### config.mk
export PLATFORM = sky130hd
export DESIGN_NAME = uart_frame_tx
export DESIGN_NICKNAME = d
export VERILOG_FILES = /design/src/rtl/utx_pkg.sv /design/src/rtl/utx_cfg_resolve.sv /design/src/rtl/utx_frame_build.sv /design/src/rtl/utx_tick_div.sv /design/src/rtl/uart_frame_tx.sv
export SDC_FILE = /design/constraint.sdc
export NUM_CORES = 1
export LEC_CHECK = 0
export BUFFER_PORTS_ARGS = -buffer_cell sky130_fd_sc_hd__buf_2
export CAP_MARGIN = 20
export CORE_MARGIN = 2
export CORE_UTILIZATION = 25
export DETAILED_ROUTE_END_ITERATION = 16
export PLACE_DENSITY = 0.49
export SETUP_SLACK_MARGIN = 0.5
export SYNTH_ARGS = -nofsm -noshare
export SYNTH_HDL_FRONTEND = slang
export SYNTH_HIERARCHICAL = 1
export SYNTH_SLANG_ARGS = --single-unit
### constraint.sdc
create_clock -name clk -period 3.7 [get_ports clk]
set_input_delay 0.74 -clock clk [delete_from_list [all_inputs] [get_ports clk]]
set_output_delay 0.74 -clock clk [all_outputs]
set_load 0.02 [all_outputs]
### src/rtl/utx_pkg.sv
package utx_pkg;

    typedef enum logic [1:0] {
        MODE_NORMAL = 2'b00,
        MODE_MULTI  = 2'b01,
        MODE_SPARE  = 2'b10,
        MODE_FIXED  = 2'b11
    } utx_mode_e;

    // Frame format after the mode overrides have been applied
    typedef struct packed {
        logic len_full;      // all data bits sent, else one fewer
        logic extra_en;      // an extra bit follows the data
        logic extra_marker;  // extra bit is the marker, else parity
        logic marker_val;
        logic par_odd;
        logic two_stop;
    } utx_fmt_t;

endpackage

### src/rtl/utx_cfg_resolve.sv
module utx_cfg_resolve
    import utx_pkg::*;
(
    input  logic [1:0] mode,
    input  logic       par_en,
    input  logic       par_odd,
    input  logic       two_stop,
    input  logic       len8,
    input  logic       addr,
    output utx_fmt_t   fmt
);
    utx_mode_e mode_e;

    always_comb begin
        mode_e = utx_mode_e'(mode);
        fmt.len_full     = len8;
        fmt.extra_en     = par_en;
        fmt.extra_marker = 1'b0;
        fmt.marker_val   = addr;
        fmt.par_odd      = par_odd;
        fmt.two_stop     = two_stop;
        case (mode_e)
            MODE_MULTI: begin
                fmt.extra_en     = 1'b1;
                fmt.extra_marker = 1'b1;
            end
            MODE_FIXED: begin
                fmt.len_full = 1'b1;
                fmt.extra_en = 1'b0;
                fmt.two_stop = 1'b0;
            end
            default: ;
        endcase
    end
endmodule

### src/rtl/utx_frame_build.sv
module utx_frame_build
    import utx_pkg::*;
#(
    parameter int unsigned DATA_W  = 8,
    parameter int unsigned FRAME_W = DATA_W + 4,
    parameter int unsigned CNT_W   = $clog2(FRAME_W + 1)
) (
    input  logic [DATA_W-1:0]  data,
    input  utx_fmt_t           fmt,
    output logic [FRAME_W-1:0] frame,
    output logic [CNT_W-1:0]   nbits
);
    localparam int unsigned SHORT_W = DATA_W - 1;

    logic [DATA_W-1:0] used;
    logic              extra_bit;
    int unsigned       dlen;

    always_comb begin
        dlen = fmt.len_full ? DATA_W : SHORT_W;
        used = fmt.len_full ? data : {1'b0, data[SHORT_W-1:0]};
        extra_bit = fmt.extra_marker ? fmt.marker_val : ((^used) ^ fmt.par_odd);

        // Stop bits and unused tail positions stay high
        frame    = '1;
        frame[0] = 1'b0;
        for (int j = 0; j < DATA_W; j++) begin
            if (j < dlen)
                frame[j+1] = data[j];
            else if (j == dlen && fmt.extra_en)
                frame[j+1] = extra_bit;
        end
        if (fmt.len_full && fmt.extra_en)
            frame[DATA_W+1] = extra_bit;

        nbits = CNT_W'(1 + dlen + (fmt.extra_en ? 1 : 0) + 1 + (fmt.two_stop ? 1 : 0));
    end
endmodule

### src/rtl/utx_tick_div.sv
module utx_tick_div #(
    parameter int unsigned TICKS = 16,
    parameter int unsigned TW    = (TICKS > 1) ? $clog2(TICKS) : 1
) (
    input  logic clk,
    input  logic rst_n,
    input  logic run,
    input  logic tick_en,
    output logic bit_end
);
    logic [TW-1:0] cnt_d, cnt_q;

    always_comb begin
        bit_end = run && tick_en && (cnt_q == TW'(TICKS - 1));
        cnt_d   = cnt_q;
        if (!run)
            cnt_d = '0;
        else if (tick_en)
            cnt_d = bit_end ? '0 : cnt_q + 1'b1;
    end

    always_ff @(posedge clk or negedge rst_n) begin
        if (!rst_n) cnt_q <= '0;
        else        cnt_q <= cnt_d;
    end
endmodule

### src/rtl/uart_frame_tx.sv
module uart_frame_tx
    import utx_pkg::*;
#(
    parameter int unsigned DATA_W        = 8,
    parameter int unsigned TICKS_PER_BIT = 16
) (
    input  logic              clk,
    input  logic              rst_n,
    input  logic              tick_en,
    input  logic              tx_enable,
    input  logic [1:0]        mode,
    input  logic              cfg_par_en,
    input  logic              cfg_par_odd,
    input  logic              cfg_two_stop,
    input  logic              cfg_len8,
    input  logic              cfg_addr,
    input  logic              in_valid,
    input  logic [DATA_W-1:0] in_data,
    output logic              in_ready,
    output logic              busy,
    output logic              tx_line
);
    localparam int unsigned FRAME_W = DATA_W + 4;
    localparam int unsigned CNT_W   = $clog2(FRAME_W + 1);

    typedef struct packed {
        logic               busy;
        logic [FRAME_W-1:0] frame;
        logic [CNT_W-1:0]   left;
    } tx_state_t;

    tx_state_t          st_d, st_q;
    utx_fmt_t           fmt;
    logic [FRAME_W-1:0] built;
    logic [CNT_W-1:0]   built_n;
    logic               bit_end;
    logic               accept;

    utx_cfg_resolve u_cfg (
        .mode     (mode),
        .par_en   (cfg_par_en),
        .par_odd  (cfg_par_odd),
        .two_stop (cfg_two_stop),
        .len8     (cfg_len8),
        .addr     (cfg_addr),
        .fmt      (fmt)
    );

    utx_frame_build #(
        .DATA_W  (DATA_W),
        .FRAME_W (FRAME_W),
        .CNT_W   (CNT_W)
    ) u_build (
        .data  (in_data),
        .fmt   (fmt),
        .frame (built),
        .nbits (built_n)
    );

    utx_tick_div #(
        .TICKS (TICKS_PER_BIT)
    ) u_div (
        .clk     (clk),
        .rst_n   (rst_n),
        .run     (st_q.busy),
        .tick_en (tick_en),
        .bit_end (bit_end)
    );

    assign in_ready = tx_enable && !st_q.busy;
    assign accept   = in_valid && in_ready;
    assign busy     = st_q.busy;
    assign tx_line  = !st_q.busy || st_q.frame[0];

    always_comb begin
        st_d = st_q;
        if (st_q.busy) begin
            if (!tx_enable) begin
                st_d.busy  = 1'b0;
                st_d.frame = '1;
                st_d.left  = '0;
            end else if (bit_end) begin
                st_d.frame = {1'b1, st_q.frame[FRAME_W-1:1]};
                st_d.left  = st_q.left - 1'b1;
                if (st_q.left == CNT_W'(1))
                    st_d.busy = 1'b0;
            end
        end else if (accept) begin
            st_d.busy  = 1'b1;
            st_d.frame = built;
            st_d.left  = built_n;
        end
    end

    always_ff @(posedge clk or negedge rst_n) begin
        if (!rst_n) begin
            st_q.busy  <= 1'b0;
            st_q.frame <= '1;
            st_q.left  <= '0;
        end else begin
            st_q <= st_d;
        end
    end
endmodule

# Word-level counts from Yosys, hierarchy flattened
# Cells that the tools add are included.
classes:
  addsub: 6
  multipliers: 0
  n_div: 0
  order_cmp: 8
  eq_ne: 13
  shifts: 0
  mux: 34
  n_bitwise: 1
  reduce_logical: 19
ops:
  columns: ["cell", "n"]
  rows:
  - ["3-bit by 32-bit == test with 1-bit output (first input constant)", 4]
  - ["3-bit by 32-bit less-than comparator with 1-bit output (first input constant)", 4]
  - ["17-bit two-way mux", 4]
  - ["2-bit by 32-bit == test with 1-bit output (first input constant)", 2]
  - ["1-bit by 32-bit less-than comparator with 1-bit output (first input constant)", 2]
  - ["2-bit by 32-bit less-than comparator with 1-bit output (first input constant)", 2]
  - ["1-bit by 32-bit == test with 1-bit output (first input constant)", 1]
  - ["32-bit logical NOT", 1]
  - ["1-bit two-way mux", 24]
  - ["4-bit two-way mux", 4]
  - ["1-bit logical AND", 13]
  - ["4-bit by 1-bit adder with 4-bit output (second input constant)", 2]
  - ["4-bit adder", 2]
  - ["8-bit two-way mux", 1]
  - ["8-bit XOR reduction", 1]
  - ["1-bit by 4-bit adder with 4-bit output (first input constant)", 1]
  - ["4-bit by 1-bit == test with 1-bit output (second input constant)", 1]
  - ["4-bit == test (second input constant)", 1]
  - ["4-bit by 1-bit subtractor with 4-bit output (second input constant)", 1]
  - ["3-bit by 2-bit inequality test with 1-bit output (second input constant)", 1]
  - ["2-bit by 1-bit == test with 1-bit output (second input constant)", 1]
  - ["2-bit == test (second input constant)", 1]
  - ["2-bit inequality test (second input constant)", 1]
  - ["1-bit one-hot mux with 2 select lines", 1]
  - ["5 further kinds", 5]
totals:
  regBits: 21
  latch_bits: 0
  ramBits: 0
  mem_bits_ro: 0
  inputBits: 20
  out_inout_bits: 3
  wordCells: 85
  memories: 0

# Logic depth before layout (Yosys ltp)
depth:
  word_depth: 10
  depth_mapped: 8
  depth_no_buf: 7

# Hierarchy
# Netlist, hierarchy kept.
modules_own_cells:
  columns: ["mod", "n_inst", "cells_each", "area_each_um2", "seq_area_each_um2"]
  rows:
  - ["uart_frame_tx", 1, 85, 904.6, 440.4]
  - ["utx_frame_build", 1, 33, 274.0, 0.0]
  - ["utx_tick_div", 1, 22, 216.5, 100.1]
  - ["utx_cfg_resolve", 1, 7, 56.3, 0.0]

# Worst setup path before layout
# No wires, ideal clock.
synth_timing:
  path_kind: "input port to flip-flop"
  from: "in cfg_par_odd"
  to: "reg st_q[12] (netlist bit)"
  setup_ns: 0.083
  arrival_ns: 1.981
  required_time_ns: 3.617
  slack_ns: 1.635
  path_stages: 5
  n_path_buf: 1
  cell_sequence: "buf_4 > xor2_1 > xnor3_1 > a211o_1 > a221o_1"
synth_between:
  elab_chain_len: 6
synth_lines:
  columns: ["item", "line_no", "text"]
  rows:
  - ["start, declared", "uart_frame_tx.sv:13", "input logic cfg_par_odd,"]
  - ["1-bit bitwise XOR", "utx_frame_build.sv:22", "extra_bit = fmt.extra_marker ? fmt.marker_val : ((^used) ^ fmt.par_odd);"]
  - ["1-bit two-way mux", "utx_frame_build.sv:22", null]
  - ["1-bit two-way mux", "utx_frame_build.sv:30", "else if (j == dlen && fmt.extra_en)"]
  - ["1-bit two-way mux", "utx_frame_build.sv:28", "if (j < dlen)"]
  - ["via built[8]", "uart_frame_tx.sv:34", "logic [FRAME_W-1:0] built;"]
  - ["17-bit two-way mux", "uart_frame_tx.sv:88", "end else if (accept) begin"]
  - ["17-bit two-way mux", "uart_frame_tx.sv:77", "if (st_q.busy) begin"]
  - ["end signal, assigned", "uart_frame_tx.sv:101", "st_q <= st_d;"]
  - ["end, declared", "uart_frame_tx.sv:32", "tx_state_t st_d, st_q;"]
# The timed path passes the listed nets, and every way through them passes these cells. The select of a mux whose other input is x is not followed.
# A chain may end at the register's enable or synchronous reset.

# Worst setup path after layout
layout_timing:
  from: "in tx_enable"
  to: "out in_ready"
layout_between:
  elab_chain_len: 1
layout_lines:
  columns: ["item", "line_no", "text"]
  rows:
  - ["start, declared", "uart_frame_tx.sv:10", "input logic tx_enable,"]
  - ["1-bit logical AND", "uart_frame_tx.sv:70", "assign in_ready = tx_enable && !st_q.busy;"]
  - ["end, declared", "uart_frame_tx.sv:19", "output logic in_ready,"]
# Every way passes these cells.

==> metrics.cfg <==
[floorplanning]
fp.dieH_um = 80.2
io_pins = 23
rows = 27
core-area_mm2 = 0.00554
start_util = 0.262
chipWidth_um = 80.2
die_area_mm2 = 0.00643

[cells_and_area]
final_common_cell = buf_2
layout_common_cells = 22 x buf_2, 15 x inv_1, 14 x a21oi_1
nFillCells = 606
diodes = 0
multiInputGateArea_um2 = 717
syn2layout_area_growth_pct = 7.93
drive_above_1_share = 0.299
nets = 183
final_area_mm2 = 0.00157
utilization = 0.283
regArea_um2 = 541

[synth]
yosysWarnings = 6
syn_area_mm2 = 0.00145
yosys.area.top_type = dfstp_2
synthDistinctLibCells = 46
synth.area.top_cells = dfstp_2 22%, dfrtp_1 16%, a221o_1 8.3%
syn_avg_cell_area_um2 = 9.87
ys_ff_latch = 21
synth_top_area_share = 0.217
ys_seq_area_frac = 0.372
synth_cells = 147

[drt]
dr_total_vias = 1017
wl_met2_mm = 1.23
first_pass_iters = 4
drt_iter0_markers = 50
via_per_inst = 4.44
route.met3.wl_um = 87
met1_length_mm = 1.44
detail-route-antenna-nets = 0
drt_wl_total_mm = 2.76
routed.top_layer = met4
wl_per_cell_um = 12.1
drc = 0

[cts]
cts_tree = done
post_cts_buffers = 0
clockBufferDepth = 2
cts_hold_buf = 0
cts_buffers = 3
root_buffer = clkbuf_8
cts_max_level = 1
numClockSinks = 21
clk_latency_ps = 260
path_clk_slew_ps = 80
cts_resized = 0

[global_routing]
antenna_found_initial = 0
grt_usage = 0.0887
grt_pass1_vias = 925
grt_start_max_net_pins = 22
grt_pass1_wl_mm = 4.49
gr-total-overflow = 0

[placement]
portBuffers = 22
dpl-instance-area_mm2 = 0.00152
place_hpwl_mm = 1.91
gp_congestion = 0.723
place_ws_ps = 1460

[setup_path]
worst_ep_required_time_ps = 2960
crit_path_end_kind = output port
crit_chain = buf_2, and2b_1, buf_2
cp_common_cell = buf_2
crit_type = in -> out
crit_family = buffers and inverters
cp-start-kind = input pin
crit_fanout = 16
crit_buf_inv = 2
cpPeakStageDelay_ps = 260
cp_slowest_cell = buf_2
crit_arrival_ps = 1310

[sta]
fin_crit_ps = 2050
finalWorstSetupSlack_ps = 1650
hold_viol_final = 0
max_freq_ghz = 0.487
slew_violations = 0
rsz0062_at_grt = false
setup-violations-final = 0
tns_ps = 0
fin_crit_sh = 0.555
fin_skew_ps = 2.22

[worst_hold_path]
hp-class = in -> async

[run_status]
status = complete, no violations

[pwr]
power_mw = 0.604
power_per_cell_area_mw_per_mm2 = 385
peakVddDrop_mv = 0.134
p_leak_nw = 0.716

[flow_run]
maxCapViolations = 0

[per-layer routing]
metal | vias to the layer above | global-route usage
met4 | 0 | 0.0254
met5 | - | 0
met1 | 489 | 0.130
met2 | 14 | 0.128
met3 | 2 | 0.0202
li1 | 512 | -
[where the power goes]
| group | total [mW] | switching [mW] | internal (mW) |
|---|---|---|---|
| clock network | 0.153 | 0.0762 | 0.0767 |
| registers | 0.304 | 0.0241 | 0.280 |
| logic | 0.146 | 0.0739 | 0.0725 |
| total | 0.604 | 0.174 | 0.430 |
[state kept, by name, summed over array words and instances (netlist names)]
register / cells
busy: 1
st_q: 16
u_div/cnt_q: 4
[per-stage QoR]
step,cells,hold slack [ps]
finish,229,430
global route,229,459
CTS,229,453
detailed placement,225,476
global placement,225,480
floorplan,149,444
[Yosys cell counts, drive strengths merged]
library cell  instances
nor2                  4
and2                  2
nand2b                2
xor2                  2
xnor3                 1
mux2i                 2
or3                   1
o221a                 1
or2b                  1
inv                  15
buf                  18
nor2b                 4
a21o                  2
clkbuf                1
and3b                 1
a31oi                 1
a22oi                 1
o21ai                 5
a21oi                15
xnor2                 6
nor3                  2
fa                    1
nand2                 8
dfstp                12
nor4b                 1
nor3b                 1
a211o                 1
conb                  2
nand4b                1
and2b                 1
ha                    4
a21boi                3
dfrtp                 9
a221o                12
o211ai                2
nand3                 2
[logic make-up (layout without fill, tap and decap cells)]
kind of cell,count (synthesis),after routing,synth area share
XOR/XNOR,9,9,0.0638
flip-flops,21,21,0.372
adder cells (fa/ha/maj),5,5,0.0483
other,2,4,0.00517
buffers and inverters,34,42,0.139
multiplexers,2,2,0.0138
AO/OA/AOI/OAI,43,43,0.229
AND/OR/NAND/NOR,31,31,0.128
[final cells by class]
type | count | area share
multi-input cells | 94 | 0.458
well taps | 72 | 0.0575
clock buffers | 4 | 0.0288
flip-flops and latches | 21 | 0.345
inverters | 15 | 0.0359
repair buffers | 23 | 0.0751
[worst paths after layout]
path	start	endpoint	slack, ps	cells after the start
setup / recovery	tx_enable	in_ready	1650	3
max in group asynchronous	rst_n	st_q[13]	2910	1
setup reg to reg	u_div/cnt_q[0]	st_q[11]	1880	7
min in group clk	st_q[15]	st_q[15]	490	2
hold / removal	rst_n	u_div/cnt_q[3]	430	1
hold reg to reg	st_q[15]	st_q[15]	490	2
Note: power is estimated with default switching activity, not from simulation.
